<file path="src/rtl/secalm_pkg.sv">
// Package: register offsets shared by the countdown alarm and its checker.
// Assumes byte offsets fit in 8 bits.
package secalm_pkg;
    localparam int ADDR_W = 8;
    localparam logic [ADDR_W-1:0] OFF_INTERVAL = 8'h20;
    localparam logic [ADDR_W-1:0] OFF_LIVE     = 8'h24;
    localparam logic [ADDR_W-1:0] OFF_RUN      = 8'h28;
    localparam logic [ADDR_W-1:0] OFF_IRQ_EN   = 8'h2C;
    localparam logic [ADDR_W-1:0] OFF_STATUS   = 8'h30;
    localparam logic [ADDR_W-1:0] OFF_WK_EN    = 8'h44;
    localparam logic [ADDR_W-1:0] OFF_WK_IEN   = 8'h48;
    localparam logic [ADDR_W-1:0] OFF_WK_STAT  = 8'h4C;
    localparam logic [ADDR_W-1:0] OFF_WAKE_EN  = 8'h50;

    // Index of each sticky flag in the flag array
    localparam int FLAG_CNT  = 0;
    localparam int FLAG_WEEK = 1;
    localparam int NUM_FLAGS = 2;
endpackage

</file>
<file path="src/rtl/alm_countdown.sv">
// Module: loadable seconds down-counter.
// A load has priority over a tick. A tick lowers a non-zero count by one while
// run is high. fire pulses in the cycle whose tick moves the count from 1 to 0.
// Assumes tick is a one-cycle pulse synchronous to clk.
module alm_countdown #(
    parameter int W = 32
) (
    input  logic         clk,
    input  logic         rst_n,
    input  logic         load,
    input  logic [W-1:0] load_val,
    input  logic         run,
    input  logic         tick,
    output logic [W-1:0] count,
    output logic         fire
);
    localparam logic [W-1:0] ONE = W'(1);

    logic step;

    // Decide whether this cycle consumes a tick
    always_comb begin
        step = run && tick && !load && (count != '0);
        fire = step && (count == ONE);
    end

    // Hold, load or decrement the live count
    always_ff @(posedge clk) begin
        if (!rst_n) begin
            count <= '0;
        end else if (load) begin
            count <= load_val;
        end else if (step) begin
            count <= count - ONE;
        end
    end
endmodule

</file>
<file path="src/rtl/alm_w1c_flag.sv">
// Module: sticky flag with write-one-to-clear.
// When set and clr arrive in the same cycle, set wins.
module alm_w1c_flag (
    input  logic clk,
    input  logic rst_n,
    input  logic set,
    input  logic clr,
    output logic flag
);
    // Update the sticky flag, giving priority to the set event
    always_ff @(posedge clk) begin
        if (!rst_n) begin
            flag <= 1'b0;
        end else if (set) begin
            flag <= 1'b1;
        end else if (clr) begin
            flag <= 1'b0;
        end
    end
endmodule

</file>
<file path="src/rtl/alm_regfile.sv">
// Module: register decode for the countdown alarm.
// Holds the interval and the control bits, raises load and clear strobes,
// and drives the combinational read mux.
// Assumes one register access per cycle; reads have no side effects.
module alm_regfile
    import secalm_pkg::*;
#(
    parameter int DATA_W = 32
) (
    input  logic              clk,
    input  logic              rst_n,
    input  logic              bus_wr,
    input  logic [ADDR_W-1:0] bus_addr,
    input  logic [DATA_W-1:0] bus_wdata,
    output logic [DATA_W-1:0] bus_rdata,
    input  logic [DATA_W-1:0] live_count,
    input  logic [NUM_FLAGS-1:0] flags,
    output logic              load_stb,
    output logic [DATA_W-1:0] load_val,
    output logic [NUM_FLAGS-1:0] clr_stb,
    output logic              run_en,
    output logic              irq_en,
    output logic              wake_en
);
    logic [DATA_W-1:0] interval_q;
    logic              wk_en_q;
    logic              wk_ien_q;

    // Write strobes derived from the address decode
    always_comb begin
        load_stb           = bus_wr && (bus_addr == OFF_INTERVAL);
        load_val           = bus_wdata;
        clr_stb            = '0;
        clr_stb[FLAG_CNT]  = bus_wr && (bus_addr == OFF_STATUS)  && bus_wdata[0];
        clr_stb[FLAG_WEEK] = bus_wr && (bus_addr == OFF_WK_STAT) && bus_wdata[0];
    end

    // Store the interval and the single-bit control registers
    always_ff @(posedge clk) begin
        if (!rst_n) begin
            interval_q <= '0;
            run_en     <= 1'b0;
            irq_en     <= 1'b0;
            wake_en    <= 1'b0;
            wk_en_q    <= 1'b0;
            wk_ien_q   <= 1'b0;
        end else if (bus_wr) begin
            case (bus_addr)
                OFF_INTERVAL: interval_q <= bus_wdata;
                OFF_RUN:      run_en     <= bus_wdata[0];
                OFF_IRQ_EN:   irq_en     <= bus_wdata[0];
                OFF_WAKE_EN:  wake_en    <= bus_wdata[0];
                OFF_WK_EN:    wk_en_q    <= bus_wdata[0];
                OFF_WK_IEN:   wk_ien_q   <= bus_wdata[0];
                default: ;
            endcase
        end
    end

    // Select the read data for the addressed register
    always_comb begin
        bus_rdata = '0;
        case (bus_addr)
            OFF_INTERVAL: bus_rdata    = interval_q;
            OFF_LIVE:     bus_rdata    = live_count;
            OFF_RUN:      bus_rdata[0] = run_en;
            OFF_IRQ_EN:   bus_rdata[0] = irq_en;
            OFF_STATUS:   bus_rdata[0] = flags[FLAG_CNT];
            OFF_WAKE_EN:  bus_rdata[0] = wake_en;
            OFF_WK_EN:    bus_rdata[0] = wk_en_q;
            OFF_WK_IEN:   bus_rdata[0] = wk_ien_q;
            OFF_WK_STAT:  bus_rdata[0] = flags[FLAG_WEEK];
            default:      bus_rdata    = '0;
        endcase
    end
endmodule

</file>
<file path="src/rtl/secs_alarm.sv">
// Module: top of the seconds countdown alarm.
// Ties the register decode, the down-counter and the sticky pending flags
// together, and gates the pending flag onto the interrupt and wakeup outputs.
// Assumes sec_tick is a single-cycle pulse in the clk domain.
module secs_alarm
    import secalm_pkg::*;
#(
    parameter int DATA_W = 32
) (
    input  logic              clk,
    input  logic              rst_n,
    input  logic              sec_tick,
    input  logic              bus_wr,
    input  logic [ADDR_W-1:0] bus_addr,
    input  logic [DATA_W-1:0] bus_wdata,
    output logic [DATA_W-1:0] bus_rdata,
    output logic              irq,
    output logic              wake_out
);
    logic [DATA_W-1:0]    cnt_val;
    logic [DATA_W-1:0]    load_val;
    logic                 load_stb;
    logic                 run_en;
    logic                 irq_en;
    logic                 wake_en;
    logic                 cnt_fire;
    logic [NUM_FLAGS-1:0] flag_set;
    logic [NUM_FLAGS-1:0] flag_clr;
    logic [NUM_FLAGS-1:0] flag_q;

    alm_regfile #(.DATA_W(DATA_W)) u_regs (
        .clk        (clk),
        .rst_n      (rst_n),
        .bus_wr     (bus_wr),
        .bus_addr   (bus_addr),
        .bus_wdata  (bus_wdata),
        .bus_rdata  (bus_rdata),
        .live_count (cnt_val),
        .flags      (flag_q),
        .load_stb   (load_stb),
        .load_val   (load_val),
        .clr_stb    (flag_clr),
        .run_en     (run_en),
        .irq_en     (irq_en),
        .wake_en    (wake_en)
    );

    alm_countdown #(.W(DATA_W)) u_cnt (
        .clk      (clk),
        .rst_n    (rst_n),
        .load     (load_stb),
        .load_val (load_val),
        .run      (run_en),
        .tick     (sec_tick),
        .count    (cnt_val),
        .fire     (cnt_fire)
    );

    // Set sources: the countdown drives its flag; the placeholder has none
    always_comb begin
        flag_set            = '0;
        flag_set[FLAG_CNT]  = cnt_fire;
    end

    for (genvar gi = 0; gi < NUM_FLAGS; gi++) begin : g_flag
        alm_w1c_flag u_flag (
            .clk   (clk),
            .rst_n (rst_n),
            .set   (flag_set[gi]),
            .clr   (flag_clr[gi]),
            .flag  (flag_q[gi])
        );
    end

    // Gate the pending flag onto both outputs
    always_comb begin
        irq      = flag_q[FLAG_CNT] && irq_en;
        wake_out = flag_q[FLAG_CNT] && wake_en;
    end
endmodule

</file>
<file path="config.mk">
export PLATFORM = sky130hd
export DESIGN_NAME = secs_alarm
export DESIGN_NICKNAME = d
export VERILOG_FILES = /design/src/rtl/secalm_pkg.sv /design/src/rtl/alm_countdown.sv /design/src/rtl/alm_w1c_flag.sv /design/src/rtl/alm_regfile.sv /design/src/rtl/secs_alarm.sv
export SDC_FILE = /design/constraint.sdc
export NUM_CORES = 1
export LEC_CHECK = 0
export ABC_CLOCK_PERIOD_IN_PS = 3450
export BUFFER_PORTS_ARGS = -buffer_cell sky130_fd_sc_hd__buf_2
export CORE_MARGIN = 2
export CORE_UTILIZATION = 30
export DETAILED_ROUTE_END_ITERATION = 8
export HOLD_SLACK_MARGIN = 0.1
export PLACE_DENSITY = 0.54
export RECOVER_POWER = 50
export SLEW_MARGIN = 5
export SYNTH_ARGS = -nofsm -noshare
export SYNTH_HDL_FRONTEND = slang
export SYNTH_HIERARCHICAL = 1
export SYNTH_SLANG_ARGS = --single-unit
</file>
<file path="constraint.sdc">
create_clock -name clk -period 3.45 [get_ports clk]
set_input_delay 0.1725 -clock clk [delete_from_list [all_inputs] [get_ports clk]]
set_output_delay 0.1725 -clock clk [all_outputs]
set_load 0.05 [all_outputs]
</file>
==> flow_summary.yaml <==
setup_path:
  startpoint_type: "primary input"
  cp.arrival_ps: 2790
  cp_top_family: "simple AND/OR/NAND/NOR gates"
  timing.critical_path.mode_cell: "buf_2"
  worstPathRequired_ps: 3280
  crit_path_end_kind: "primary output"
  slowest_delay_ps: 930
  cp_slowest_cell: "nor2_1"
  crit_chain: "buf_2 -> or4b_2 -> nor2_1 -> buf_4 -> a22o_1 -> buf_2"
  cp_max_fo: 17
  crit_buf_inv: 3
  path_class: "in2out"
routing:
  drt_wl_total_mm: 13.0
  drc_errors: 0
  routedWlPerCell_um: 16.6
  via_count: 4261
  antenna_left: 0
  dr.pass1.iters: 5
  vias_per_cell: 5.43
  initialDrtViolationCount: 340
placement:
  portBuffers: 77
  place.gp.congestion: 0.856
  place_ws_ps: 721
  dpl.hpwl_mm: 9.08
power_and_ir_drop:
  switching_share_pct: 22.1
  peakVddDrop_v: 0.000203
  clkPwrFrac_pct: 48.2
  combPwrFrac_pct: 6.7
  internal_power_mw: 1.42
  power_frac_seq_pct: 45.1
  switching_power_uw: 404
  leakage_nw: 1.86
  p_per_area_nw_per_um2: 357
timing:
  timing_hold_violations_final: 0
  layout_setup_ws_ps: 490
  tns_ps: 0
  rsz0062_at_grt: "no"
  worst_pin_slew_ps: 1870
  fin_skew_ps: 5.57
  timing.fmax_ghz: 0.338
  slew_viol_final: 47
  relSlewSlack_pct: -24.4
  finalCritPeriodShare_pct: 85.8
  fin_crit_ps: 2960
  final-setup-viol-count: 0
clock_tree:
  cts_tree: "done"
  clock_path_buffers: 2
  clkLatencyLatePin_ps: 340
  h-tree-depth: 3
  cts_setup_buffers: 0
  clockRootBuffer: "clkbuf_16"
  cts.clk_slew.worst_paths_ps: 50
  cts_inserted_buffers: 9
  cts_resized: 0
  cts_sinks: 71
logic_synthesis:
  ys_warn_count: 6
  synth_edf_count: 0
  synth_top_area_cell: "dfxtp_1"
  synthesis.area_um2: 4360
  async_flop_share_pct: 0
  syn_inst: 541
  ys_seq_area_share_pct: 32.6
  syn_area_per_cell_um2: 8.06
  synth_seq_cells: 71
  yosysUniqueCellTypes: 65
  synth.net_count: 587
  synth_flop_cell: "dfxtp_1"
  synth_area_leaders: "dfxtp_1 (33%), nand2_1 (7.7%), a22o_1 (6.4%), buf_4 (5.5%), a21boi_1 (4.8%)"
  yosysTopAreaCellShare_pct: 32.6
final_layout:
  syn2layout_area_growth_pct: 17.4
  layout-drive-gt1-share_pct: 16.8
  antenna_cells: 0
  final_nets: 642
worst_hold_path:
  hold_class: "in2reg"
outcome:
  violations: "capacitance limit, slew limit"
  status: "complete, but fails checks"
floorplanning:
  fp-row-count: 44
  dieHeight_um: 125
  start_util_pct: 30.3
  dieWidth_um: 125
  design.core.area_um2: 14400
  die_area_um2: 15500
  io_pins: 78
global_routing:
  gr-total-overflow: 0
  grt_pass1_vias: 4053
  grt_max_degree: 47
  antenna_found_initial: 0
  track_usage_pct: 16.8
  grt_pass1_wl_mm: 21.3
run:
  max_cap_violations: 1
## power groups by stage
| stage | sequential [mW] | clock (mW) | combinational (mW) |
|---|---|---|---|
| 3_3_place_gp | 0.842 | 0 | 0.103 |
| 2_1_floorplan | 0.841 | 0 | 0.0739 |
| 3_5_place_dp | 0.842 | 0 | 0.104 |
| 5_1_grt | 0.824 | 0.940 | 0.133 |
| 6_report | 0.824 | 0.879 | 0.122 |
| 4_1_cts | 0.824 | 0.901 | 0.123 |
## metal layers
layer  wire (um)  share of wire [%]  GRT usage [%]  vias to the layer above
li1            -                  -              -                     2083
met1        5740                 44           21.7                     2021
met2        6190                 48           27.6                      144
met3         898                6.9           4.08                       13
met4         187                1.4           5.16                        0
met5           0                  0              0                        -
## flip-flops by register name (all words and copies together), names as in the netlist
signal              cells
g_flag.u_flag/flag      2
u_cnt/count            32
u_regs/interval_q      32
u_regs/irq_en           1
u_regs/run_en           1
u_regs/wake_en          1
u_regs/wk_en_q          1
u_regs/wk_ien_q         1
## final cells by class
cell class	instances	area, um2
clock buffer	15	278
tap	184	230
sequential	71	1420
inverter	11	46.3
fill	1528	9250
timing repair buffer	109	654
multi-input combinational	394	2490
## cells in the mapped netlist (all sizes together), types with 15 or more instances
cell,number
or3,16
buf,46
dfxtp,71
nor2,16
clkbuf,19
o21ai,26
or4,15
a22o,32
a21boi,33
nand2,91
nor3,17
## path summary, 6_finish.rpt
| kind | startpoint | end | slack, ps | depth (start not counted) |
|---|---|---|---|---|
| setup reg to reg | u_cnt/count[24] | u_cnt/count[11] | 730 | 5 |
| setup / recovery | bus_addr[1] | bus_rdata[3] | 490 | 6 |
| hold reg to reg | u_regs/interval_q[31] | u_regs/interval_q[31] | 450 | 2 |
| hold / removal | bus_wdata[9] | u_regs/interval_q[9] | 100 | 3 |
## tightest hold or removal path, delay by kind of cell
kind                   cells  cell delay (ps)
AO/OA/AOI/OAI              1               60
buffers and inverters      1              110
AND/OR/NAND/NOR            1               40
## metrics by stage
step           util [%]  cell area, um2  total power [mW]  cells  hold slack [ps]
2_1_floorplan         -            4360             0.915    541              290
3_3_place_gp       32.4            4650             0.945    747              431
3_5_place_dp       32.4            4650             0.946    747              434
4_1_cts            35.8            5150              1.85    784              101
5_1_grt            35.6            5120              1.90    784              116
6_report           35.6            5120              1.83    784              104
## timing repair
item | 4_1_cts | 5_1_grt
endpoints found under the hold margin | 22 | 0
hold buffers | 22 | 0
setup endpoints to repair | 0 | 0
## logic make-up after synthesis
logic type | after synthesis | share of synthesized area, %
adder cells (fa/ha/maj) | 2 | 0.574
AO/OA/AOI/OAI | 155 | 26.6
buffers and inverters | 76 | 10.4
XOR/XNOR | 1 | 0.201
AND/OR/NAND/NOR | 228 | 28.0
flip-flops | 71 | 32.6
other | 1 | 0.0860
multiplexers | 7 | 1.61
## cells in the final DEF, fill, tap and decap left out, types with 6 or more instances in the layout
master and count:
dlygate4sd3_1 22, clkbuf_16 9, nand2_1 90, inv_1 10
clkbuf_1 20, nand3_1 11, o31ai_1 6, a21oi_1 7
nand4_1 7, nor2_1 15, nand3b_1 7, o21a_1 8
buf_2 62, mux2i_1 7, nor4_1 13, or3_1 13
a21boi_0 31, or4_1 12, dfxtp_1 71, nor2b_1 8
buf_4 8, o21ai_0 26, a22o_1 32, nor3_1 16
a31oi_1 13
Power figures use the tool's default switching activity.
